File: src/rtl/dith_pkg.sv
package dith_pkg;
    localparam int GRAY_W   = 3;
    localparam int SLOT_W   = 2;
    localparam int POS_W    = 2;
    localparam int PAT_BITS = 1 << (2 * POS_W);
    localparam int PER_BITS = 3;
    localparam int WORD_W   = PAT_BITS + PER_BITS;
    localparam int ADDR_W   = SLOT_W + GRAY_W;
    localparam int DEPTH    = 1 << ADDR_W;
    localparam int RAW_W    = 4;
    localparam int RAW_TOP  = 11;

    typedef struct packed {
        logic [RAW_W-1:0] h_next;
        logic [RAW_W-1:0] v_cur;
        logic [RAW_W-1:0] f_cur;
    } ctr_state_t;

    typedef struct packed {
        logic vld;
        logic bit_o;
    } out_state_t;

    function automatic logic [RAW_W-1:0] raw_step(input logic [RAW_W-1:0] raw);
        return (raw == RAW_W'(RAW_TOP)) ? '0 : raw + RAW_W'(1);
    endfunction

    function automatic logic [POS_W-1:0] fold(input logic [RAW_W-1:0] raw, input logic four);
        logic [RAW_W-1:0] r;
        r = four ? (raw & RAW_W'(3)) : (raw % RAW_W'(3));
        return r[POS_W-1:0];
    endfunction
endpackage

File: src/rtl/dith_counters.sv
module dith_counters
    import dith_pkg::*;
(
    input  logic             clk,
    input  logic             rst_n,
    input  logic             pix_valid,
    input  logic             line_start,
    input  logic             frame_start,
    output logic [RAW_W-1:0] h_raw,
    output logic [RAW_W-1:0] v_raw,
    output logic [RAW_W-1:0] f_raw
);
    ctr_state_t state_d, state_q;

    always_comb begin
        h_raw = (line_start || frame_start) ? '0 : state_q.h_next;
        if (frame_start)     v_raw = '0;
        else if (line_start) v_raw = raw_step(state_q.v_cur);
        else                 v_raw = state_q.v_cur;
        f_raw = frame_start ? raw_step(state_q.f_cur) : state_q.f_cur;

        state_d = state_q;
        if (pix_valid) begin
            state_d.h_next = raw_step(h_raw);
            state_d.v_cur  = v_raw;
            state_d.f_cur  = f_raw;
        end
    end

    always_ff @(posedge clk) begin
        if (!rst_n) begin
            state_q.h_next <= '0;
            state_q.v_cur  <= '0;
            state_q.f_cur  <= RAW_W'(RAW_TOP);
        end else begin
            state_q <= state_d;
        end
    end

    a_r8_idle_hold: assert property (@(posedge clk) disable iff (!rst_n)
        !pix_valid |=> $stable(state_q));
    a_r5_line_restart: assert property (@(posedge clk) disable iff (!rst_n)
        pix_valid && (line_start || frame_start) |=> state_q.h_next == RAW_W'(1));
    a_r6_frame_line0: assert property (@(posedge clk) disable iff (!rst_n)
        pix_valid && frame_start |=> state_q.v_cur == '0);
endmodule

File: src/rtl/dith_table.sv
module dith_table
    import dith_pkg::*;
(
    input  logic              clk,
    input  logic              rst_n,
    input  logic              wr_en,
    input  logic [ADDR_W-1:0] wr_addr,
    input  logic [WORD_W-1:0] wr_data,
    input  logic [ADDR_W-1:0] per_addr,
    input  logic [ADDR_W-1:0] pat_addr,
    output logic [WORD_W-1:0] per_word,
    output logic [WORD_W-1:0] pat_word
);
    logic [WORD_W-1:0] mem_q [DEPTH];

    for (genvar i = 0; i < DEPTH; i++) begin : g_word
        logic [WORD_W-1:0] word_d;
        always_comb begin
            word_d = mem_q[i];
            if (wr_en && wr_addr == ADDR_W'(i)) word_d = wr_data;
        end
        always_ff @(posedge clk) begin
            mem_q[i] <= word_d;
        end
    end

    always_comb begin
        per_word = mem_q[per_addr];
        pat_word = mem_q[pat_addr];
    end

    a_r1_addr_known: assert property (@(posedge clk) disable iff (!rst_n)
        wr_en |-> !$isunknown(wr_addr));
endmodule

File: src/rtl/dith_select.sv
module dith_select
    import dith_pkg::*;
(
    input  logic [GRAY_W-1:0] gray,
    input  logic [RAW_W-1:0]  h_raw,
    input  logic [RAW_W-1:0]  v_raw,
    input  logic [RAW_W-1:0]  f_raw,
    input  logic [WORD_W-1:0] per_word,
    input  logic [WORD_W-1:0] pat_word,
    output logic [SLOT_W-1:0] slot,
    output logic              dot
);
    logic [PER_BITS-1:0] per;
    logic [POS_W-1:0]    h_pos, v_pos;
    logic [PAT_BITS-1:0] pattern;

    always_comb begin
        per     = per_word[WORD_W-1 -: PER_BITS];
        h_pos   = fold(h_raw, per[0]);
        v_pos   = fold(v_raw, per[1]);
        slot    = fold(f_raw, per[2]);
        pattern = pat_word[PAT_BITS-1:0];
        if (gray == '0)                   dot = 1'b0;
        else if (gray == {GRAY_W{1'b1}})  dot = 1'b1;
        else                              dot = pattern[{v_pos, h_pos}];
    end
endmodule

File: src/rtl/dith_engine.sv
module dith_engine
    import dith_pkg::*;
(
    input  logic              clk,
    input  logic              rst_n,
    input  logic              cfg_we,
    input  logic [ADDR_W-1:0] cfg_addr,
    input  logic [WORD_W-1:0] cfg_wdata,
    input  logic              pix_valid,
    input  logic              pix_line_start,
    input  logic              pix_frame_start,
    input  logic [GRAY_W-1:0] pix_gray,
    output logic              dot_valid,
    output logic              dot_out
);
    logic [RAW_W-1:0]  h_raw, v_raw, f_raw;
    logic [WORD_W-1:0] per_word, pat_word;
    logic [SLOT_W-1:0] slot;
    logic              dot;
    out_state_t        out_d, out_q;

    dith_counters u_ctr (
        .clk         (clk),
        .rst_n       (rst_n),
        .pix_valid   (pix_valid),
        .line_start  (pix_line_start),
        .frame_start (pix_frame_start),
        .h_raw       (h_raw),
        .v_raw       (v_raw),
        .f_raw       (f_raw)
    );

    dith_table u_tab (
        .clk      (clk),
        .rst_n    (rst_n),
        .wr_en    (cfg_we),
        .wr_addr  (cfg_addr),
        .wr_data  (cfg_wdata),
        .per_addr ({SLOT_W'(0), pix_gray}),
        .pat_addr ({slot, pix_gray}),
        .per_word (per_word),
        .pat_word (pat_word)
    );

    dith_select u_sel (
        .gray     (pix_gray),
        .h_raw    (h_raw),
        .v_raw    (v_raw),
        .f_raw    (f_raw),
        .per_word (per_word),
        .pat_word (pat_word),
        .slot     (slot),
        .dot      (dot)
    );

    always_comb begin
        out_d.vld   = pix_valid;
        out_d.bit_o = pix_valid ? dot : 1'b0;
    end

    always_ff @(posedge clk) begin
        if (!rst_n) out_q <= '0;
        else        out_q <= out_d;
    end

    assign dot_valid = out_q.vld;
    assign dot_out   = out_q.bit_o;

    a_r7_valid_delay: assert property (@(posedge clk) disable iff (!rst_n)
        pix_valid |=> dot_valid);
    a_r7_idle_delay: assert property (@(posedge clk) disable iff (!rst_n)
        !pix_valid |=> !dot_valid);
    a_r2_black: assert property (@(posedge clk) disable iff (!rst_n)
        pix_valid && pix_gray == '0 |=> !dot_out);
    a_r2_white: assert property (@(posedge clk) disable iff (!rst_n)
        pix_valid && pix_gray == {GRAY_W{1'b1}} |=> dot_out);
endmodule

File: config.mk
export PLATFORM = sky130hd
export DESIGN_NAME = dith_engine
export DESIGN_NICKNAME = d
export VERILOG_FILES = /design/src/rtl/dith_pkg.sv /design/src/rtl/dith_counters.sv /design/src/rtl/dith_table.sv /design/src/rtl/dith_select.sv /design/src/rtl/dith_engine.sv
export SDC_FILE = /design/constraint.sdc
export NUM_CORES = 1
export LEC_CHECK = 0
export CAP_MARGIN = 5
export CELL_PAD_IN_SITES_DETAIL_PLACEMENT = 1
export CELL_PAD_IN_SITES_GLOBAL_PLACEMENT = 1
export CORE_UTILIZATION = 30
export DETAILED_ROUTE_END_ITERATION = 7
export DONT_BUFFER_PORTS = 1
export GPL_TIMING_DRIVEN = 1
export PLACE_DENSITY_LB_ADDON = 0.1
export SKIP_LAST_GASP = 1
export SLEW_MARGIN = 20
export SYNTH_ARGS = -nofsm -noshare
export SYNTH_HDL_FRONTEND = slang
export SYNTH_SLANG_ARGS = --single-unit
File: constraint.sdc
create_clock -name clk -period 11.49 [get_ports clk]
set_clock_uncertainty 0.1 [all_clocks]
set_input_delay 2.298 -clock clk [delete_from_list [all_inputs] [get_ports clk]]
set_output_delay 2.298 -clock clk [all_outputs]
set_load 0.005 [all_outputs]
==> results.cfg <==
[yosys]
synthFlopType = edfxtp_1
synth_largest_area_cell = edfxtp_1
synth_nets = 1261
async_flop_share_pct = 0
syn_avg_cell_area_sq_um = 19.01
synthDistinctLibCells = 84
synth_area_leaders = edfxtp_1 70%, mux4_2 15%, mux2i_1 1.4%, dfxtp_1 1.2%, nor2_1 0.93%
ys_seq_area_share_pct = 70.88
syn_inst = 1215
synth_edf_count = 536
yosysTopAreaCellShare_pct = 69.67
synthesis.area_sq_um = 23100
synth.ff_latch_count = 550
yosysWarnings = 0

[sta]
max_slew.worst_pin.slew_ps = 1030
finalMaxSlewViolations = 0
maxSlewHeadroom_pct = 30.64
fin_crit_ps = 6799
fin_tns_setup_ps = 0
setup_viol = 0
hold_viol_final = 0
rsz0062_at_grt = no
finalCritPeriodShare_pct = 59.17
fmax_ghz = 0.1471

[flow_run]
maxCapViolCount = 0

[floorplan]
core_sq_um = 76080
die_x_um = 279.5
boundaryPins = 35
start_util_pct = 30.37
rows = 101
die_area_sq_um = 78120
dieHeight_um = 279.5

[clock_network]
cts_tree = yes
h-tree-depth = 2
clkSinkCount = 550
clkTransAtPathRegs_ps = 60
cts-resized-gates = 0
hold_buffers = 0
cts-root-buf = clkbuf_16
clk_path_buf_depth = 3
numCtsBuffers = 61
clock_latency_ps = 650
post-cts-setup-buffer-count = 0

[drt]
highest-signal-layer = met4
wirelength_um = 64050
dr_wl_met3_um = 1925
drt-pass1-iter-count = 4
met1Wirelength_um = 29360
drt_iter0_drc = 717
via_per_inst = 5.062
drc = 0
wl_per_cell_um = 27.59
wl_met2_um = 31760
via_count = 11760
drtAntennaViolNets = 0

[pwr]
p_total_mw = 4.356
power_density_nw_per_um2 = 166.2
ir_drop_uv = 133.2
p_leak_nw = 8.145

[critical_path]
r2r_slack_ps = 5390
cp-start-kind = primary input
worst-path-max-fanout = 29
worst_setup_path_end_kind = flop
required_ps = 11880
arrival_ps = 7190
path_class = in -> reg

[finish]
fin_nets = 1290
syn_to_final_growth_pct = 13.49
fin_cells = 2322
final_util_pct = 34.46
fillers = 7589
drive_above_1_share_pct = 25.64

[place]
gp_congestion = 0.7793
port-buffer-count = 0
dp_cells = 2211
place_hpwl_um = 38810

[global_routing]
grt_pass1_wl_um = 93650
overflow = 0
grt_max_degree = 137
grt_util_all_layers_pct = 16.78
first_global_vias = 12630
antenna_found_initial = 0

[run_status]
outcome = finished clean

[worst_hold_path]
hold_class = reg -> reg
## synth_stat cells (all sizes together) (3+ instances only)
cell,count
mux4,153
a211o,8
nand4,6
buf,45
nand2,52
ha,13
or2,6
o21ai,33
nor3b,3
a32oi,3
o211ai,4
edfxtp,536
and3,11
nand3,24
or4,3
o22ai,8
nor2,58
clkbuf,23
o21a,4
a2111oi,6
a211oi,10
nor4,6
mux2i,34
o211a,4
a221oi,3
a21oi,27
mux2,12
nand2b,12
nand3b,4
dfxtp,14
a31oi,3
inv,13
nor2b,21
and2,8
nor3,9
## flip-flops by register name, summed over array words and instances, names as in the netlist
signal,count
u_tab.mem_q,536
dot_valid,1
dot_out,1
u_ctr.state_q,12
## cells by family after synthesis
| kind of cell | Yosys count | share of synthesized area [%] |
|---|---|---|
| flip-flops | 550 | 70.88 |
| AND/OR/NAND/NOR | 234 | 5.291 |
| multiplexers | 199 | 17.08 |
| AO/OA/AOI/OAI | 136 | 4.154 |
| buffers and inverters | 81 | 1.814 |
| adder cells (fa/ha/maj) | 13 | 0.7041 |
| XOR/XNOR | 2 | 0.07584 |
## cell type report
| cell class | instances | area [sq um] | share of cell area, % |
|---|---|---|---|
| sequential | 550 | 16380 | 62.46 |
| multi-input combinational | 584 | 6387 | 24.36 |
| clock buffer | 78 | 1612 | 6.147 |
| tap | 1030 | 1289 | 4.915 |
| timing repair buffer | 34 | 255.2 | 0.9735 |
| clock inverter | 32 | 249.0 | 0.9497 |
| inverter | 13 | 48.80 | 0.1861 |
| antenna | 1 | 2.502 | 0.009544 |
## final timing paths
check,depth (start not counted),from,to
worst min register to register,1,u_ctr.state_q[8],u_ctr.state_q[8]
worst max register to register,17,u_ctr.state_q[0],dot_out
worst min-delay path,1,u_ctr.state_q[8],u_ctr.state_q[8]
worst max-delay path,16,pix_frame_start,dot_out
## metrics by stage
stage / setup WS [ps] / area, sq um / hold WS, ps
3_3_place_gp: 4184 / 24360 / 391.6
2_1_floorplan: 5085 / 23100 / 366.8
6_report: 4691 / 26220 / 404.9
5_1_grt: 4331 / 26220 / 440.8
3_5_place_dp: 3984 / 24360 / 399.8
4_1_cts: 4625 / 26220 / 410.1
## critical path: stages
cell       delay [ps]
nand2b_1           80
o21a_1            120
buf_4             350
inv_1             390
ha_1              350
or3b_2            490
nand2b_1          180
a21o_1            450
nand4_4           320
nand2_2           460
mux2_1            490
mux4_2            470
o2111ai_1         270
nor4_2             70
a221oi_1          240
o22ai_1           120
## power breakdown
| part | total, mW | internal, mW | switching, mW | leakage (nW) |
|---|---|---|---|---|
| Clock | 1.83 | 1.03 | 0.801 | 0.899 |
| Sequential | 2.24 | 2.23 | 0.00923 | 4.94 |
| Combinational | 0.288 | 0.131 | 0.157 | 2.30 |
| Total | 4.36 | 3.39 | 0.967 | 8.14 |
## cells in the final DEF (no fill, tap or decap), types with 4 or more instances in the layout
cell type  instances
nor2_2            33
clkbuf_1          16
mux2i_1           33
a21oi_1           26
buf_4             34
nand3_1           23
clkbuf_16         62
and3_1            11
nand2b_1          12
nor2b_1           21
nand3b_1           4
o21a_1             4
nor3_1             9
and2_1             8
o22ai_1            8
a211o_1            8
clkinv_2           9
mux4_2           152
o21ai_0           29
o211a_1            4
nor2_1            25
mux2_2             9
dfxtp_1           14
edfxtp_1         536
nand4_1            5
nor4_1             5
ha_1              13
clkinv_1          16
inv_1             13
a2111oi_0          5
or2_2              5
a211oi_1          10
nand2_1           50
## metal layers
| layer | global-route usage, % | vias to the layer above |
|---|---|---|
| li1 | - | 5097 |
| met4 | 3.643 | 0 |
| met2 | 28.24 | 161 |
| met1 | 23.09 | 6427 |
| met5 | 0 | - |
| met3 | 2.344 | 70 |
Power figures use the tool's default switching activity.
